File: src/rtl/fbfill_pkg.sv
package fbfill_pkg;
   typedef enum logic [1:0] {
      ST_IDLE = 2'd0,
      ST_RUN  = 2'd1,
      ST_DONE = 2'd2
   } fill_state_e;
endpackage

File: src/rtl/fbfill_widen.sv
// Expands packed narrow pixels into the wider stored format by appending
// copies of each pixel's low-order bits.
module fbfill_widen #(
   parameter int PIX_W       = 16,
   parameter int EXT_W       = 2,
   parameter int NPIX        = 2,
   parameter bit UPPER_FIRST = 1'b1
) (
   input  logic [NPIX*PIX_W-1:0]         fill_i,
   output logic [NPIX*(PIX_W+EXT_W)-1:0] word_o
);
   localparam int OUT_W = PIX_W + EXT_W;

   if (EXT_W > PIX_W || EXT_W < 1) begin : g_bad_ext
      $error("fbfill_widen: EXT_W must be in 1..PIX_W");
   end
   if (NPIX < 1) begin : g_bad_npix
      $error("fbfill_widen: NPIX must be at least 1");
   end

   for (genvar g = 0; g < NPIX; g++) begin : g_pix
      localparam int SRC = UPPER_FIRST ? g : (NPIX - 1 - g);
      logic [PIX_W-1:0] pix;
      assign pix = fill_i[SRC*PIX_W +: PIX_W];
      assign word_o[g*OUT_W +: OUT_W] = {pix, pix[EXT_W-1:0]};
   end
endmodule

File: src/rtl/fbfill_walker.sv
// Row-major rectangle walker: keeps column/row counters and the byte address
// of the current word.
module fbfill_walker #(
   parameter int ADDR_W     = 24,
   parameter int DIM_W      = 12,
   parameter int WORD_BYTES = 4
) (
   input  logic              clk,
   input  logic              rst_n,
   input  logic              load_i,
   input  logic [ADDR_W-1:0] base_i,
   input  logic [DIM_W-1:0]  width_i,
   input  logic [DIM_W-1:0]  height_i,
   input  logic [DIM_W-1:0]  stride_i,
   input  logic              step_i,
   output logic [ADDR_W-1:0] addr_o,
   output logic              last_o
);
   localparam int SH = $clog2(WORD_BYTES);

   if ((1 << SH) != WORD_BYTES) begin : g_bad_wb
      $error("fbfill_walker: WORD_BYTES must be a power of two");
   end
   if (ADDR_W <= DIM_W + SH) begin : g_bad_aw
      $error("fbfill_walker: ADDR_W too narrow for stride range");
   end

   logic [DIM_W-1:0]  x_q, y_q, w_q, h_q, str_q;
   logic [ADDR_W-1:0] row_q, addr_q, pitch;
   logic              act_q, row_end;

   assign pitch   = ADDR_W'(str_q) << SH;
   assign row_end = (x_q == w_q - 1'b1);
   assign last_o  = row_end && (y_q == h_q - 1'b1);
   assign addr_o  = addr_q;

   always_ff @(posedge clk or negedge rst_n) begin
      if (!rst_n) begin
         x_q    <= '0;
         y_q    <= '0;
         w_q    <= '0;
         h_q    <= '0;
         str_q  <= '0;
         row_q  <= '0;
         addr_q <= '0;
         act_q  <= 1'b0;
      end else if (load_i) begin
         x_q    <= '0;
         y_q    <= '0;
         w_q    <= width_i;
         h_q    <= height_i;
         str_q  <= stride_i;
         row_q  <= base_i;
         addr_q <= base_i;
         act_q  <= 1'b1;
      end else if (step_i && act_q) begin
         if (row_end) begin
            x_q    <= '0;
            y_q    <= y_q + 1'b1;
            row_q  <= row_q + pitch;
            addr_q <= row_q + pitch;
            if (last_o) act_q <= 1'b0;
         end else begin
            x_q    <= x_q + 1'b1;
            addr_q <= addr_q + ADDR_W'(WORD_BYTES);
         end
      end
   end


   col_bound_chk: assert property (@(posedge clk) disable iff (!rst_n)
      act_q |-> (x_q < w_q) && (y_q < h_q));


   step_active_chk: assert property (@(posedge clk) disable iff (!rst_n)
      step_i |-> act_q);
endmodule

File: src/rtl/fbfill_writer.sv
module fbfill_writer #(
   parameter int ADDR_W      = 24,
   parameter int DIM_W       = 12,
   parameter int PIX_W       = 16,
   parameter int EXT_W       = 2,
   parameter int NPIX        = 2,
   parameter int ALIGN_BYTES = 8,
   parameter bit UPPER_FIRST = 1'b1,
   localparam int FILL_W     = NPIX * PIX_W,
   localparam int DATA_W     = NPIX * (PIX_W + EXT_W)
) (
   input  logic              clk,
   input  logic              rst_n,
   input  logic              reg_we,
   input  logic [FILL_W-1:0] reg_wdata,
   input  logic              start,
   input  logic [ADDR_W-1:0] base,
   input  logic [DIM_W-1:0]  width,
   input  logic [DIM_W-1:0]  height,
   input  logic [DIM_W-1:0]  stride,
   output logic              busy,
   output logic              done,
   output logic              err_align,
   output logic              mem_valid,
   output logic [ADDR_W-1:0] mem_addr,
   output logic [DATA_W-1:0] mem_data,
   input  logic              mem_ready
);
   import fbfill_pkg::*;

   localparam int WORD_BYTES = NPIX * PIX_W / 8;
   localparam int AL_BITS    = $clog2(ALIGN_BYTES);

   if ((1 << AL_BITS) != ALIGN_BYTES || AL_BITS < 1) begin : g_bad_align
      $error("fbfill_writer: ALIGN_BYTES must be a power of two >= 2");
   end
   if ((NPIX * PIX_W) % 8 != 0) begin : g_bad_word
      $error("fbfill_writer: fill word must be whole bytes");
   end

   fill_state_e       state_q;
   logic [FILL_W-1:0] fill_reg_q, fill_act_q;
   logic              err_q;
   logic              start_ok, misaligned, empty, walk_load, walk_last, step;

   assign start_ok   = start && (state_q == ST_IDLE);
   assign misaligned = |base[AL_BITS-1:0];
   assign empty      = (width == '0) || (height == '0);
   assign walk_load  = start_ok && !misaligned && !empty;
   assign step       = mem_valid && mem_ready;

   assign busy      = (state_q != ST_IDLE);
   assign done      = (state_q == ST_DONE);
   assign err_align = done && err_q;
   assign mem_valid = (state_q == ST_RUN);

   always_ff @(posedge clk or negedge rst_n) begin
      if (!rst_n) fill_reg_q <= '0;
      else if (reg_we) fill_reg_q <= reg_wdata;
   end

   always_ff @(posedge clk or negedge rst_n) begin
      if (!rst_n) begin
         state_q    <= ST_IDLE;
         fill_act_q <= '0;
         err_q      <= 1'b0;
      end else begin
         unique case (state_q)
            ST_IDLE: if (start_ok) begin
               err_q      <= misaligned;
               fill_act_q <= fill_reg_q;
               state_q    <= (misaligned || empty) ? ST_DONE : ST_RUN;
            end
            ST_RUN:  if (step && walk_last) state_q <= ST_DONE;
            default: state_q <= ST_IDLE;
         endcase
      end
   end

   fbfill_walker #(
      .ADDR_W     (ADDR_W),
      .DIM_W      (DIM_W),
      .WORD_BYTES (WORD_BYTES)
   ) walk_i (
      .clk      (clk),
      .rst_n    (rst_n),
      .load_i   (walk_load),
      .base_i   (base),
      .width_i  (width),
      .height_i (height),
      .stride_i (stride),
      .step_i   (step),
      .addr_o   (mem_addr),
      .last_o   (walk_last)
   );

   fbfill_widen #(
      .PIX_W       (PIX_W),
      .EXT_W       (EXT_W),
      .NPIX        (NPIX),
      .UPPER_FIRST (UPPER_FIRST)
   ) widen_i (
      .fill_i (fill_act_q),
      .word_o (mem_data)
   );


   hold_stable_chk: assert property (@(posedge clk) disable iff (!rst_n)
      mem_valid && !mem_ready |=> mem_valid && $stable(mem_addr) && $stable(mem_data));


   done_pulse_chk: assert property (@(posedge clk) disable iff (!rst_n)
      done |=> !done && !busy);


   misalign_err_chk: assert property (@(posedge clk) disable iff (!rst_n)
      start && !busy && misaligned |=> done && err_align && !mem_valid);


   fill_const_chk: assert property (@(posedge clk) disable iff (!rst_n)
      mem_valid && $past(mem_valid) |-> $stable(mem_data));


   busy_start_chk: assert property (@(posedge clk) disable iff (!rst_n)
      mem_valid && !mem_ready && start |=> mem_valid);
endmodule

File: config.mk
export PLATFORM = sky130hd
export DESIGN_NAME = fbfill_writer
export DESIGN_NICKNAME = d
export VERILOG_FILES = /design/src/rtl/fbfill_pkg.sv /design/src/rtl/fbfill_widen.sv /design/src/rtl/fbfill_walker.sv /design/src/rtl/fbfill_writer.sv
export SDC_FILE = /design/constraint.sdc
export NUM_CORES = 1
export LEC_CHECK = 0
export BUFFER_PORTS_ARGS = -buffer_cell sky130_fd_sc_hd__buf_2
export CORE_UTILIZATION = 51
export CTS_CLUSTER_SIZE = 25
export DETAILED_ROUTE_END_ITERATION = 10
export HOLD_SLACK_MARGIN = 0.1
export PLACE_DENSITY = 0.77
export REMOVE_ABC_BUFFERS = 1
export SETUP_SLACK_MARGIN = 0.05
export SLEW_MARGIN = 30
export SYNTH_ARGS = -nofsm -noshare
export SYNTH_HDL_FRONTEND = slang
export SYNTH_SLANG_ARGS = --single-unit
File: constraint.sdc
create_clock -name clk -period 3.1 [get_ports clk]
set_input_delay 0.155 -clock clk [delete_from_list [all_inputs] [get_ports clk]]
set_output_delay 0.155 -clock clk [all_outputs]
set_load 0.03 [all_outputs]
==> summary.md, run 1 <==
The run finished, with violations left. The checks that failed: DRC. For the final antenna diode count, the log shows 0. The global-route wire length before repair was 42.4 mm; the tightest hold margin was 0.121 ns. The overall die area was 0.0191 sq mm. The congestion estimate from routability-driven global placement came to 0.862. The logs give 0.276 for the total global routing track utilization and 0 for the number of antenna violations at the first check in global routing. For this design the static power due to leakage is 5.56 nW.

The min-delay analysis places its worst path in the category input pin to register. The proportion of total power due to net switching works out to 0.417. After detailed routing, the wire length on met1 is 10.6 mm. The number of placed I/O pins is 161, and the total of endpoints with negative setup slack in the final report is 0. The run gives 1321 as the filler cell count. The worst setup path is launched from a register.

Summing all placed instances gives a cell area of 0.0106 sq mm. The tool flagged a number of max-cap violations equal to 0. The cell chosen for the clock root was sky130_fd_sc_hd__clkbuf_16. The register-to-register setup slack was 0.18 ns. The final wirelength was 25.6 mm; the worst endpoint required time was 3.45 ns.

The flop and latch count out of synthesis came out at 176. Power share of the clock group: 0.241. The library cells used most frequently in the layout, excluding fill and tap cells, are sky130_fd_sc_hd__dfrtp_1, sky130_fd_sc_hd__nand2_1, sky130_fd_sc_hd__buf_2. Among all stages on the critical path, the largest delay is contributed by sky130_fd_sc_hd__or4_1.

Relative to the synthesized area, the layout overhead comes to 29.3%. Area share of the largest cell type after synthesis: 0.466. The final routed wire length divided by cell count is 17.6 um, and the final standard cell utilization of the core is 0.676. After synthesis the cells add up to 0.00946 sq mm. Each instance of the synthesized netlist takes up on average 9.80 sq um. TritonCTS built the clock tree. The number of port buffers works out to 160. The clock drives 176 sinks. The run gives 67 as the count of unique library cells instantiated by Yosys. The multi-input gate area in the final layout is 0.00480 sq mm.

Detailed routing placed a total of 1.63 mm of wire on met3. The adder-cell share of the synthesized area works out to 0.0246. Before antenna repair, the detailed router went through 8 iterations. Share of post-route cells with drive strength above 1: 0.249.

Floorplan row count: 49. The buffer levels on the longest clock path is 2. The tools report the data arrival time at the worst-slack endpoint as 3.27 ns. The achievable frequency is 343 MHz.

The logs give 0.00550 W for the internal power of the cells and 0.0167 ns for the worst clock skew. Time the final worst path needs with I/O delays and setup: 2.92 ns. In this run the worst setup path terminates at walk_i.row_q[19]. The cell type contributing the most total cell area after synthesis was sky130_fd_sc_hd__dfrtp_1. The tools report the part of the power in combinational logic as 0.383.

The run gives 0 as the final number of max-transition violations. The cell family contributing the most delay on the critical path is simple AND/OR/NAND/NOR gates. The worst setup path is of the register to register kind.

The critical-path maximum fanout is 26, and the simple-gate portion of the synthesized area is 0.200. The total power per unit cell area works out to 771 mW/mm^2. After detailed routing, the number of remaining DRC violations is 8. After the last flow step, the layout net total stands at 1329. The maximum resistive drop on vdd is 0.000434 V.

STA classifies the critical path endpoint as a register. The count of nets left with antenna violations once routing finished came out at 0. The floorplan step set the die height to 138 um. In this run the critical register-to-register path is captured at walk_i.row_q[19]. The ratio of final minimum period to clock period works out to 0.941. The most used flip-flop cell after synthesis is sky130_fd_sc_hd__dfrtp_1. The xor-xnor portion of the synthesized cell area is 0.0593, and the async set-or-reset flop fraction in the synthesized netlist is 1.00. The Yosys step of the flow raised 0 warnings. The actual transition at the worst max-transition pin was 0.783 ns. Counting both buffers and inverters, the worst setup path holds a total of 3. The met2 wire length was 12.8 mm. For the relative max-transition margin, the log shows 0.478. Summed over all layers, the global routing overflow is 0. The signal on the critical path passes through inv_1 -> ha_1 -> xor2_1 -> o21ai_0 -> nor4b_2 -> buf_4 -> nand3_4 -> buf_12 -> or4_1 -> a31oi_1. The share of synthesized area spent on multiplexers came out at 0.0955. The timing startpoint of the critical path is walk_i.w_q[0].

The post-synthesis compound-gate area fraction is 0.125. After detailed routing, no signal wire sits above met4. The hold violation total from the final report was 0; the clock buffer count from CTS was 17. The minimum setup slack after placement was 0.164 ns. The tools report the sequential standard cell area as 0.00440 sq mm. The worst path meets setup with 0.182 ns of slack. The number of global-route vias before repair is 8599. Entering global routing, the biggest net connects 84 pins. By area the synthesized netlist is led by sky130_fd_sc_hd__dfrtp_1, sky130_fd_sc_hd__mux2_2, sky130_fd_sc_hd__nand2_1.

The tools report the portion of total power attributed to sequential cells as 0.377. The instance count of the mapped netlist came out at 965. The horizontal die dimension is 138 um. The finished cells cover 0.0122 sq mm. The most common cell after layout, fill and taps aside was sky130_fd_sc_hd__dfrtp_1. The initial DRC count was 492. The clock transition at the registers of the reported paths was 0.07 ns.

The largest single stage delay on the critical path is 0.51 ns. Number of cells on the critical path: 10. The total via count in the routed design is 8397, and the maximum level of the CTS H-tree is 4. The later pin in the worst-skew pair is clocked with a latency of 0.44 ns. Reg-to-reg critical path startpoint: walk_i.w_q[0].

The largest family of logic cells by synthesized area is simple AND/OR/NAND/NOR gates. The tools report the proportion of synthesized chip area in sequential cells as 0.466. The vias per cell was 5.77. The synthesized design contains 0 enable-type register cells. For the worst flop-to-flop path, the logic depth is 10.

The floorplan step defined a core boundary enclosing 0.0181 sq mm. The analysis attributes to net switching a power of 0.00393 W. The run gives 16.4 mm as the placed wire-length estimate. The tools report the initial cell density of the core as 0.523.
==> through the flow <==
stage	std cells	total power (W)	TNS (ns)
final	1456	0.00943	0
after global routing	1456	0.00997	-0.0101
after CTS	1452	0.00935	0
after detailed placement	1329	0.00698	0
after global placement	1329	0.00688	0
after floorplan	914	0.00589	-186.02
==> sequential cells by signal, summed over array words and instances (netlist names) <==
register and flops:
err_q 1, fill_reg_q 32, fill_act_q 32, walk_i.h_q 12, walk_i.act_q 1, walk_i.y_q 12, walk_i.str_q 12, walk_i.row_q 24
state_q 2, walk_i.addr_o 24, walk_i.w_q 12, walk_i.x_q 12
==> cells by family (layout without fill, tap and decap cells) <==
kind of cell    count (synthesis)  after routing
fa+ha+maj                      18             18
simple gates                  381            381
flops                         176            176
xor+xnor                       64             64
buf+inv                        70            332
compound gates                174            174
mux                            82             82
==> synth_stat cells (8+ instances only) <==
| library cell | n |
|---|---|
| sky130_fd_sc_hd__a31oi_1 | 14 |
| sky130_fd_sc_hd__nand4_1 | 17 |
| sky130_fd_sc_hd__or4_1 | 15 |
| sky130_fd_sc_hd__o31ai_1 | 9 |
| sky130_fd_sc_hd__clkbuf_1 | 34 |
| sky130_fd_sc_hd__nor4_1 | 9 |
| sky130_fd_sc_hd__and2_1 | 10 |
| sky130_fd_sc_hd__ha_1 | 17 |
| sky130_fd_sc_hd__xnor2_1 | 28 |
| sky130_fd_sc_hd__nand2_1 | 164 |
| sky130_fd_sc_hd__xor2_1 | 36 |
| sky130_fd_sc_hd__and4_1 | 9 |
| sky130_fd_sc_hd__mux2_2 | 66 |
| sky130_fd_sc_hd__nand2b_1 | 8 |
| sky130_fd_sc_hd__dfrtp_1 | 176 |
| sky130_fd_sc_hd__o211ai_1 | 18 |
| sky130_fd_sc_hd__or3_1 | 9 |
| sky130_fd_sc_hd__inv_1 | 19 |
| sky130_fd_sc_hd__buf_1 | 8 |
| sky130_fd_sc_hd__nor3_1 | 14 |
| sky130_fd_sc_hd__a21oi_1 | 30 |
| sky130_fd_sc_hd__nor2_1 | 50 |
| sky130_fd_sc_hd__nand3_1 | 34 |
| sky130_fd_sc_hd__and3_1 | 14 |
| sky130_fd_sc_hd__a211oi_1 | 8 |
| sky130_fd_sc_hd__o21ai_0 | 39 |
| sky130_fd_sc_hd__mux2i_1 | 16 |
==> metal layers <==
metal	track usage	vias up
li1	-	3979
met5	0	-
met1	0.344	4068
met2	0.474	301
met3	0.0544	49
met4	0.106	0
==> worst reg2reg max path, stage by stage, from the launching register on <==
cell and delay (ns):
sky130_fd_sc_hd__dfrtp_1 0.41, sky130_fd_sc_hd__inv_1 0.07, sky130_fd_sc_hd__ha_1 0.23, sky130_fd_sc_hd__xor2_1 0.16, sky130_fd_sc_hd__o21ai_0 0.48, sky130_fd_sc_hd__nor4b_2 0.31
sky130_fd_sc_hd__buf_4 0.19, sky130_fd_sc_hd__nand3_4 0.10, sky130_fd_sc_hd__buf_12 0.20, sky130_fd_sc_hd__or4_1 0.52, sky130_fd_sc_hd__a31oi_1 0.18
==> power groups by stage <==
stage | Sequential, W | Clock (W) | Combinational (W)
finish | 0.00355 | 0.00227 | 0.00361
global route | 0.00364 | 0.00238 | 0.00395
CTS | 0.00352 | 0.00229 | 0.00354
detailed placement | 0.00355 | 0 | 0.00343
global placement | 0.00353 | 0 | 0.00335
floorplan | 0.00397 | 0 | 0.00191
==> how the worst min path moves through the flow <==
stage	from	end	slack [ns]	depth (start not counted)
2_1_floorplan	rst_n	err_q	-0.14	0
4_1_cts	start	err_q	0.12	4
6_report	start	err_q	0.12	4
3_5_place_dp	rst_n	walk_i.str_q[9]	0.26	1
3_3_place_gp	rst_n	walk_i.str_q[9]	0.26	1
5_1_grt	base[1]	state_q[1]	0.15	4
==> layout make-up <==
cell class / instances / area share
sequential: 176 / 0.360
tap: 229 / 0.0234
inverter: 19 / 0.00583
clock buffer: 17 / 0.0348
timing repair buffer: 281 / 0.165
clock inverter: 15 / 0.0179
multi-input combinational: 719 / 0.393
==> timing repair <==
| item | in CTS | in global routing |
|---|---|---|
| endpoints found under the hold margin | 190 | 0 |
| hold buffers | 91 | 0 |
| buffers inserted | 0 | 3 |
| resized for setup | 0 | 7 |
| endpoints found under the setup margin | 0 | 29 |
Power figures use the tool's default switching activity.
==> run 2, diff against run 1 <==
--- a/config.mk
+++ b/config.mk
@@ -6,11 +6,11 @@
 export NUM_CORES = 1
 export LEC_CHECK = 0
 export BUFFER_PORTS_ARGS = -buffer_cell sky130_fd_sc_hd__buf_2
-export CORE_UTILIZATION = 51
+export CORE_UTILIZATION = 45
 export CTS_CLUSTER_SIZE = 25
 export DETAILED_ROUTE_END_ITERATION = 10
 export HOLD_SLACK_MARGIN = 0.1
-export PLACE_DENSITY = 0.77
+export PLACE_DENSITY = 0.7
 export REMOVE_ABC_BUFFERS = 1
 export SETUP_SLACK_MARGIN = 0.05
 export SLEW_MARGIN = 30
==> run 2 against run 1 <==
The run now ends clean. Final cell count increased by 3.4%. Routed wire length decreased by 0.39%. Critical path depth decreased by 1. Die area up 13%. Core utilization shrank 7.1 points. Maximum frequency shrank 2.1%. Flip-flop and latch count unchanged. Clock power decreased by 2%. Register-to-register slack worse by 0.06 ns. Sequential power is essentially flat. First-iteration DRC count grew 30%. Non-clock buffer count grew 8. Critical path type unchanged.
==> summary.md, run 2 (synthesized netlist as in run 1, its figures left out) <==
The flow ran to the end, and the final reports show no timing, DRC or antenna violations. The tools report the total global routing track utilization as 0.239 (-0.0366). The run gives 0.475 (-0.00331) as the relative max-transition margin. The final number of max-transition violations is 0 (unchanged).

The area added between synthesis and finish works out to 30.7%. The number of standard cells in the layout, taps in and fillers out is 1505 (+3.4%). The global-route wire length before repair is 41.3 mm (-2.6%). For the cell count after placement, the log shows 1372 (+3.2%).

The depth of the worst register-to-register path is 9 (-1), and the insertion delay to the later sink of the worst-skew pair is 0.44 ns (about the same). STA classifies the critical path startpoint as a register. The ratio of final minimum period to clock period is 0.961 (+0.0202), and the number of clock sinks is 176 (unchanged). The clock buffer count from CTS came out at 17 (unchanged).

The tools report the final net count as 1337 (+0.60%). The number of placed I/O pins was 161 (unchanged); the final worst slack was 0.120 ns (-0.0626 ns). The area of the placeable core came out at 0.0204 sq mm (+13%). The total via count in the routed design is 8377 (-0.24%), and the final weighted congestion in routability-driven placement is 0.874 (+1.5%).

The tools report the cell chosen for the clock root as sky130_fd_sc_hd__clkbuf_16. The final antenna diode count is 0 (unchanged), and the die height is 147 um (+6.4%). Kind of end point of the critical path: a register. The clock transition at the registers of the reported paths works out to 0.08 ns (about the same). TritonCTS built the clock tree. The pin count of the biggest net entering global routing is 82 (-2.4%). Number of antenna violations at the first check in global routing: 0 (unchanged). The reported leakage power was 5.61 nW (+0.88%); the total of endpoints with negative setup slack in the final report was 0 (unchanged). In the layout the commonest cells are sky130_fd_sc_hd__dfrtp_1, sky130_fd_sc_hd__nand2_1, sky130_fd_sc_hd__buf_2. The number of global-route vias before repair was 8116 (-5.6%); the buffer levels on the longest clock path was 2 (unchanged). For the total negative slack, the log shows 0 ns (unchanged).

The tools report the worst endpoint required time as 3.48 ns (+0.03 ns). The initial DRC count came out at 639 (+30%). The total power per unit cell area works out to 762 mW/mm^2 (-1.2%). The worst clock skew came out at 0.0149 ns (-0.00172 ns). Number of port buffers: 160 (unchanged).

Setup repair after global routing could not meet its margin everywhere. The vias per cell was 5.57 (-3.5%). The horizontal die dimension was 147 um (+6.4%); the overall die area was 0.0216 sq mm (+13%). The placed wire-length estimate was 16.7 mm (+1.8%); the maximum level of the CTS H-tree was 4 (unchanged).

The number of cells on the worst hold path came out at 4 (unchanged). The total iterations of the first detailed-routing run is 5 (-3). The maximum resistive drop on vdd is 0.000429 V (-1.2%), and the final routed wire length divided by cell count is 17.0 um (-3.6%).

The most common cell after layout, fill and taps aside is sky130_fd_sc_hd__dfrtp_1. The initial cell density of the core came out at 0.463 (-0.0600). For the minimum setup slack after placement, the log shows 0.0784 ns (-0.0854 ns). The number of maximum-capacitance constraint violations came out at 0 (unchanged). The total congestion overflow is 0 (unchanged), and the floorplan row count is 52 (+6.1%). The largest registers in the layout are fill_act_q (32), fill_reg_q (32). For the hold violation total from the final report, the log shows 0 (unchanged). Share of post-route cells with drive strength above 1: 0.258 (+0.00891).

The logs give 336 MHz (-2.1%) for the achievable frequency and 0 (unchanged) for the post-route antenna net violation count. The critical path is of the register to register type. The DRC violation count after routing was 0 (-8); the data arrival time at the worst-slack endpoint was 3.36 ns (+0.09 ns). In this run the worst hold path is classified as input pin to register. The time the final worst path needs with I/O delays and setup came out at 2.98 ns (+0.0626 ns). The final wirelength was 25.5 mm (-0.39%); the critical-path maximum fanout was 8 (-69%).

The actual transition at the worst max-transition pin works out to 0.788 ns (+0.00496 ns).
==> run 2: changes by cell type in the layout (fill, tap and decap cells not counted), sizes merged <==
cell and delta:
inv +2, buf +6, clkinv -3, clkinvlp +1, clkbuf +2
==> run 2: metrics by stage <==
stage / hold WS (ns) / util / power, W / area (sq um)
6_report: 0.104 / 0.605 / 0.00943 / 12400
2_1_floorplan: -0.141 / - / 0.00589 / 9250
5_1_grt: 0.127 / 0.605 / 0.00998 / 12400
3_3_place_gp: 0.260 / 0.522 / 0.00694 / 10700
4_1_cts: 0.108 / 0.597 / 0.00937 / 12200
3_5_place_dp: 0.254 / 0.522 / 0.00701 / 10700
==> run 2: what timing repair did <==
action	4_1_cts	5_1_grt
cloned	0	3
pin swaps	0	11
buffers inserted	0	7
endpoints found under the setup margin	1	15
hold buffers	91	0
hold endpoints to repair	187	0
resized for setup	1	11
==> run 2: power by group <==
part	switching, W	internal, W
sequential	0.000638	0.00289
clock	0.00112	0.00112
combinational	0.00215	0.00152
==> run 2: layout make-up <==
class / instances / area, sq um
Fill cell: 1677 / 8060
Multi-Input combinational cell: 719 / 4820
Sequential cell: 176 / 4410
Timing Repair Buffer: 289 / 2110
Clock buffer: 17 / 425
Tap cell: 270 / 338
Clock inverter: 15 / 200
Inverter: 19 / 71.3
==> run 2: final timing paths <==
check,startpoint,end,slack (ns)
setup / recovery,walk_i.w_q[8],walk_i.row_q[15],0.12
hold / removal,base[1],state_q[1],0.10
setup reg to reg,walk_i.w_q[8],walk_i.row_q[15],0.12
hold reg to reg,walk_i.row_q[0],walk_i.row_q[0],0.48
max in group asynchronous,rst_n,state_q[0],1.90
min in group asynchronous,rst_n,walk_i.addr_o[12],0.32
==> run 2: worst max-delay path, stage by stage, from the launching register on <==
cell and delay (ns):
sky130_fd_sc_hd__dfrtp_1 0.43, sky130_fd_sc_hd__or4_1 0.55, sky130_fd_sc_hd__and3b_1 0.23, sky130_fd_sc_hd__a2bb2oi_1 0.11, sky130_fd_sc_hd__nor4b_4 0.49, sky130_fd_sc_hd__nand3_4 0.21
sky130_fd_sc_hd__buf_4 0.20, sky130_fd_sc_hd__clkbuf_16 0.15, sky130_fd_sc_hd__or4_1 0.46, sky130_fd_sc_hd__nand3_1 0.09
==> run 2: metal layers <==
| layer | wire [um] | up-vias | track usage |
|---|---|---|---|
| li1 | - | 3992 | - |
| met1 | 11500 | 4135 | 0.322 |
| met2 | 12600 | 216 | 0.403 |
| met3 | 1070 | 34 | 0.0354 |
| met4 | 382 | 0 | 0.0649 |
| met5 | 0 | - | 0 |
==> run 3, diff against run 2 <==
--- a/config.mk
+++ b/config.mk
@@ -5,12 +5,13 @@
 export SDC_FILE = /design/constraint.sdc
 export NUM_CORES = 1
 export LEC_CHECK = 0
+export ABC_AREA = 1
 export BUFFER_PORTS_ARGS = -buffer_cell sky130_fd_sc_hd__buf_2
 export CORE_UTILIZATION = 45
 export CTS_CLUSTER_SIZE = 25
 export DETAILED_ROUTE_END_ITERATION = 10
 export HOLD_SLACK_MARGIN = 0.1
-export PLACE_DENSITY = 0.7
+export PLACE_DENSITY = 0.69
 export REMOVE_ABC_BUFFERS = 1
 export SETUP_SLACK_MARGIN = 0.05
 export SLEW_MARGIN = 30
==> run 3 against run 2 <==
Sequential share of layout area decreased by 0.82 points. Largest power group unchanged. Maximum frequency is 8.8% higher. Setup slack improved by 0.24 ns. Synthesized cell count increased by 44%. Critical path type unchanged. Highest routed layer unchanged. Sequential power decreased by 1%.
==> summary.md, run 3 <==
The run gives 0.461 (-0.00222) as the initial cell density of the core. The hold violation total from the final report was 0 (unchanged); the number of maximum-capacitance constraint violations was 0 (unchanged). Setup repair after global routing left no endpoint under its margin. The vias per cell was 5.07 (-8.9%); the global-route wire length before repair was 45.2 mm (+9.2%). For the maximum resistive drop on vdd, the log shows 0.000507 V (+18%). The tools report the final number of max-transition violations as 0 (unchanged).

The logs give 0.391 (-0.0833) for the relative max-transition margin and 0 (unchanged) for the post-route antenna net violation count. The flop and latch count out of synthesis was 176 (unchanged). The clock transition at the registers of the reported paths was 0.08 ns (about the same); the total power per unit cell area was 757 mW/mm^2 (-0.72%). The insertion delay to the later sink of the worst-skew pair came out at 0.45 ns (about the same). After synthesis, the largest family of logic cells by area is simple AND/OR/NAND/NOR gates.

The run gives 27.8 mm (+8.7%) as the final wirelength. sky130_fd_sc_hd__nand2_1 is the most common cell in the netlist. The run gives 1389 (+44%) as the instance count of the mapped netlist. The share of synthesized area spent on multiplexers was 0 (-0.0955).

The reported leakage power is 6.58 nW (+17%), and the achievable frequency is 365 MHz (+8.8%). The tree is rooted in a sky130_fd_sc_hd__clkbuf_16. The run gives 0.0101 sq mm (+6.6%) as the total standard cell area after synthesis.

The number of antenna violations at the first check in global routing came out at 0 (unchanged). The proportion of synthesized chip area in sequential cells came out at 0.437 (-0.0290). STA classifies the critical path startpoint as a register. The Yosys warning count is 0 (unchanged). The library cell used most frequently in the layout, excluding fill and tap cells, is sky130_fd_sc_hd__nand2_1. Leaving out fill and tap cells, the most frequent cells in the layout are sky130_fd_sc_hd__nand2_1, sky130_fd_sc_hd__dfrtp_1, sky130_fd_sc_hd__inv_1.

The die height came out at 152 um (+3.2%). The proportion of total power due to net switching works out to 0.442 (+0.0284). The async set-or-reset flop fraction in the synthesized netlist came out at 1.00 (unchanged).

The part of the power in combinational logic is 0.395 (+0.006), and the final routed wire length divided by cell count is 14.5 um (-14%). The share of post-route cells with drive strength above 1 is 0.142 (-0.116). The logs give 798 (+25%) for the initial DRC count and 19.2 mm (+15%) for the placed wire-length estimate. The data arrival time at the worst-slack endpoint was 3.07 ns (-0.29 ns). The logs give 0 (unchanged) for the DRC violation count after routing and 4 (unchanged) for the maximum level of the CTS H-tree. The portion of total power attributed to sequential cells came out at 0.364 (-0.010). The overall die area was 0.0230 sq mm (+6.6%); the total via count in the routed design was 9694 (+16%). In the synthesized netlist the dominant register cell turns out to be sky130_fd_sc_hd__dfrtp_1.

The switching power of the nets was 0.00424 W (+8.6%); the internal power of the cells was 0.00534 W (-3.3%). Critical-path maximum fanout: 50 (+42). The run finished with clean final reports. Number of port buffers: 160 (unchanged). The final antenna diode count came out at 0 (unchanged). The area of the placeable core came out at 0.0219 sq mm (+7.2%). The run gives 176 (unchanged) as the number of clock sinks. For the filler cell count, the log shows 1999 (+19%). The logs give 5 (unchanged) for the total iterations of the first detailed-routing run and 0.362 ns (+0.242 ns) for the final worst slack. The power share of the clock group is 0.241 (+0.004), and the number of standard cells in the layout, taps in and fillers out is 1912 (+27%). The run gives 0.277 ns (+0.199 ns) as the minimum setup slack after placement. For the total global routing track utilization, the log shows 0.252 (+0.0129).

Ratio of final minimum period to clock period: 0.883 (-0.0782). The tools report the worst clock skew as 0.0181 ns (+0.00318 ns). The logs give 1793 (+31%) for the cell count after placement and 91 (+11%) for the pin count of the biggest net entering global routing.

TritonCTS built the clock tree. The actual transition at the worst max-transition pin is 0.913 ns (+0.125 ns). The synthesized area divided by synthesized cell count was 7.26 sq um (-26%); the simple-gate portion of the synthesized area was 0.315 (+0.114). The adder-cell share of the synthesized area was 0.0231 (-0.00153).

The number of flops mapped to enable cells by yosys came out at 0 (unchanged). The worst setup path is of the register to register kind. The count of unique library cells instantiated by Yosys was 40 (-40%). The total of endpoints with negative setup slack in the final report came out at 0 (unchanged). The largest registers in the layout are fill_act_q (32), fill_reg_q (32).

The floorplan row count is 54 (+3.8%). Clock buffer count from CTS: 17 (unchanged). STA classifies the critical path endpoint as a register. Summed over all instances, the cell type with the most area after synthesis is sky130_fd_sc_hd__dfrtp_1.

By count the netlist is led by sky130_fd_sc_hd__nand2_1, sky130_fd_sc_hd__dfrtp_1, sky130_fd_sc_hd__inv_1. Post-synthesis compound-gate area fraction: 0.0900 (-0.0345). Horizontal die dimension: 152 um (+3.2%).

The area share of the largest cell type after synthesis is 0.437 (-0.0290), and the final weighted congestion in routability-driven placement is 0.925 (+5.8%). The area growth from synthesis to layout is 25.4%. The run gives 0.36 ns (+0.24 ns) as the register-to-register setup slack.

For the buffer levels on the longest clock path, the log shows 2 (unchanged). The number of placed I/O pins came out at 161 (unchanged). For the total congestion overflow, the log shows 0 (unchanged). The time the final worst path needs with I/O delays and setup was 2.74 ns (-0.242 ns). In the post-synthesis netlist, the biggest area contributors are sky130_fd_sc_hd__dfrtp_1, sky130_fd_sc_hd__nand2_1, sky130_fd_sc_hd__inv_1.

For the worst endpoint required time, the log shows 3.43 ns (-0.05 ns). Number of global-route vias before repair: 9121 (+12%). Classification of the worst-slack hold path: input pin to register.

The final net count was 1734 (+30%). The xor-xnor portion of the synthesized cell area works out to 0.0496 (-0.00964).
[run 3: cell count changes after synthesis, sizes merged, moves of 10 or more]
cell	before	now
o211ai	18	2
a31oi	14	2
nand3	35	118
o21ai	41	132
and3	14	0
nor2	50	101
nand2	164	474
xnor2	28	18
inv	19	164
or4	16	0
mux2i	16	0
mux2	66	0
[run 3: cell families (layout without fill, tap and decap cells)]
family / after synthesis / in the layout
flops: 176 / 176
fa+ha+maj: 18 / 18
buf+inv: 215 / 458
simple gates: 751 / 751
xor+xnor: 54 / 54
compound gates: 175 / 175
[run 3: repair_timing]
action,in CTS,in global routing
resized for setup,0,1
hold endpoints to repair,183,0
hold buffers,87,0
buffers inserted,0,0
setup endpoints to repair,0,38
[run 3: power by group through the flow]
| stage | Combinational, W | Clock (W) | Sequential, W |
|---|---|---|---|
| floorplan | 0.00199 | 0 | 0.00405 |
| global placement | 0.00360 | 0 | 0.00349 |
| detailed placement | 0.00366 | 0 | 0.00351 |
| CTS | 0.00377 | 0.00236 | 0.00347 |
| global route | 0.00423 | 0.00244 | 0.00357 |
| finish | 0.00378 | 0.00231 | 0.00349 |
[run 3: layout make-up]
| type | count | area (sq um) | share of cell area |
|---|---|---|---|
| Multi-Input combinational cell | 998 | 4830 | 0.381 |
| Sequential cell | 176 | 4400 | 0.348 |
| Timing Repair Buffer | 262 | 1820 | 0.144 |
| Inverter | 164 | 616 | 0.0486 |
| Clock buffer | 17 | 425 | 0.0336 |
| Tap cell | 280 | 350 | 0.0277 |
| Clock inverter | 15 | 216 | 0.0171 |
[run 3: layer usage]
layer / share of wire / track usage / up-vias
met5: 0 / 0 / -
li1: - / - / 4866
met2: 0.45 / 0.387 / 315
met1: 0.46 / 0.349 / 4477
met4: 0.019 / 0.0856 / 0
met3: 0.075 / 0.0593 / 36
[run 3: critical path: stages, from the launching register on]
cell	delay [ns]
sky130_fd_sc_hd__dfrtp_1	0.38
sky130_fd_sc_hd__inv_1	0.15
sky130_fd_sc_hd__ha_1	0.28
sky130_fd_sc_hd__nand2_1	0.09
sky130_fd_sc_hd__inv_1	0.04
sky130_fd_sc_hd__nor2_1	0.07
sky130_fd_sc_hd__nand2_1	0.08
sky130_fd_sc_hd__inv_1	0.06
sky130_fd_sc_hd__nand3_1	0.06
sky130_fd_sc_hd__nor2_1	0.09
sky130_fd_sc_hd__nand2_1	0.06
sky130_fd_sc_hd__nor2_1	0.16
sky130_fd_sc_hd__nand3_4	0.20
sky130_fd_sc_hd__nand2_4	0.35
sky130_fd_sc_hd__nand2_8	0.29
sky130_fd_sc_hd__nor2_2	0.20
sky130_fd_sc_hd__nor2_1	0.07
[run 3: final timing paths]
check	startpoint	to	cells after the start
min	base[12]	walk_i.row_q[12]	5
max in group asynchronous	rst_n	walk_i.y_q[4]	3
max	walk_i.w_q[0]	walk_i.addr_o[23]	16
max reg2reg	walk_i.w_q[0]	walk_i.addr_o[23]	16
min reg2reg	walk_i.row_q[1]	walk_i.row_q[1]	2
min in group asynchronous	rst_n	walk_i.w_q[4]	2
[run 3: through the flow]
step | setup TNS, ns | total power [W] | util | hold slack [ns] | instance area [sq um]
5_1_grt | 0 | 0.0102 | 0.578 | 0.135 | 12700
2_1_floorplan | -51.07 | 0.00605 | - | -0.141 | 9830
3_3_place_gp | 0 | 0.00709 | 0.509 | 0.303 | 11100
4_1_cts | 0 | 0.00960 | 0.578 | 0.103 | 12600
3_5_place_dp | 0 | 0.00717 | 0.509 | 0.302 | 11100
6_report | 0 | 0.00958 | 0.578 | 0.109 | 12700
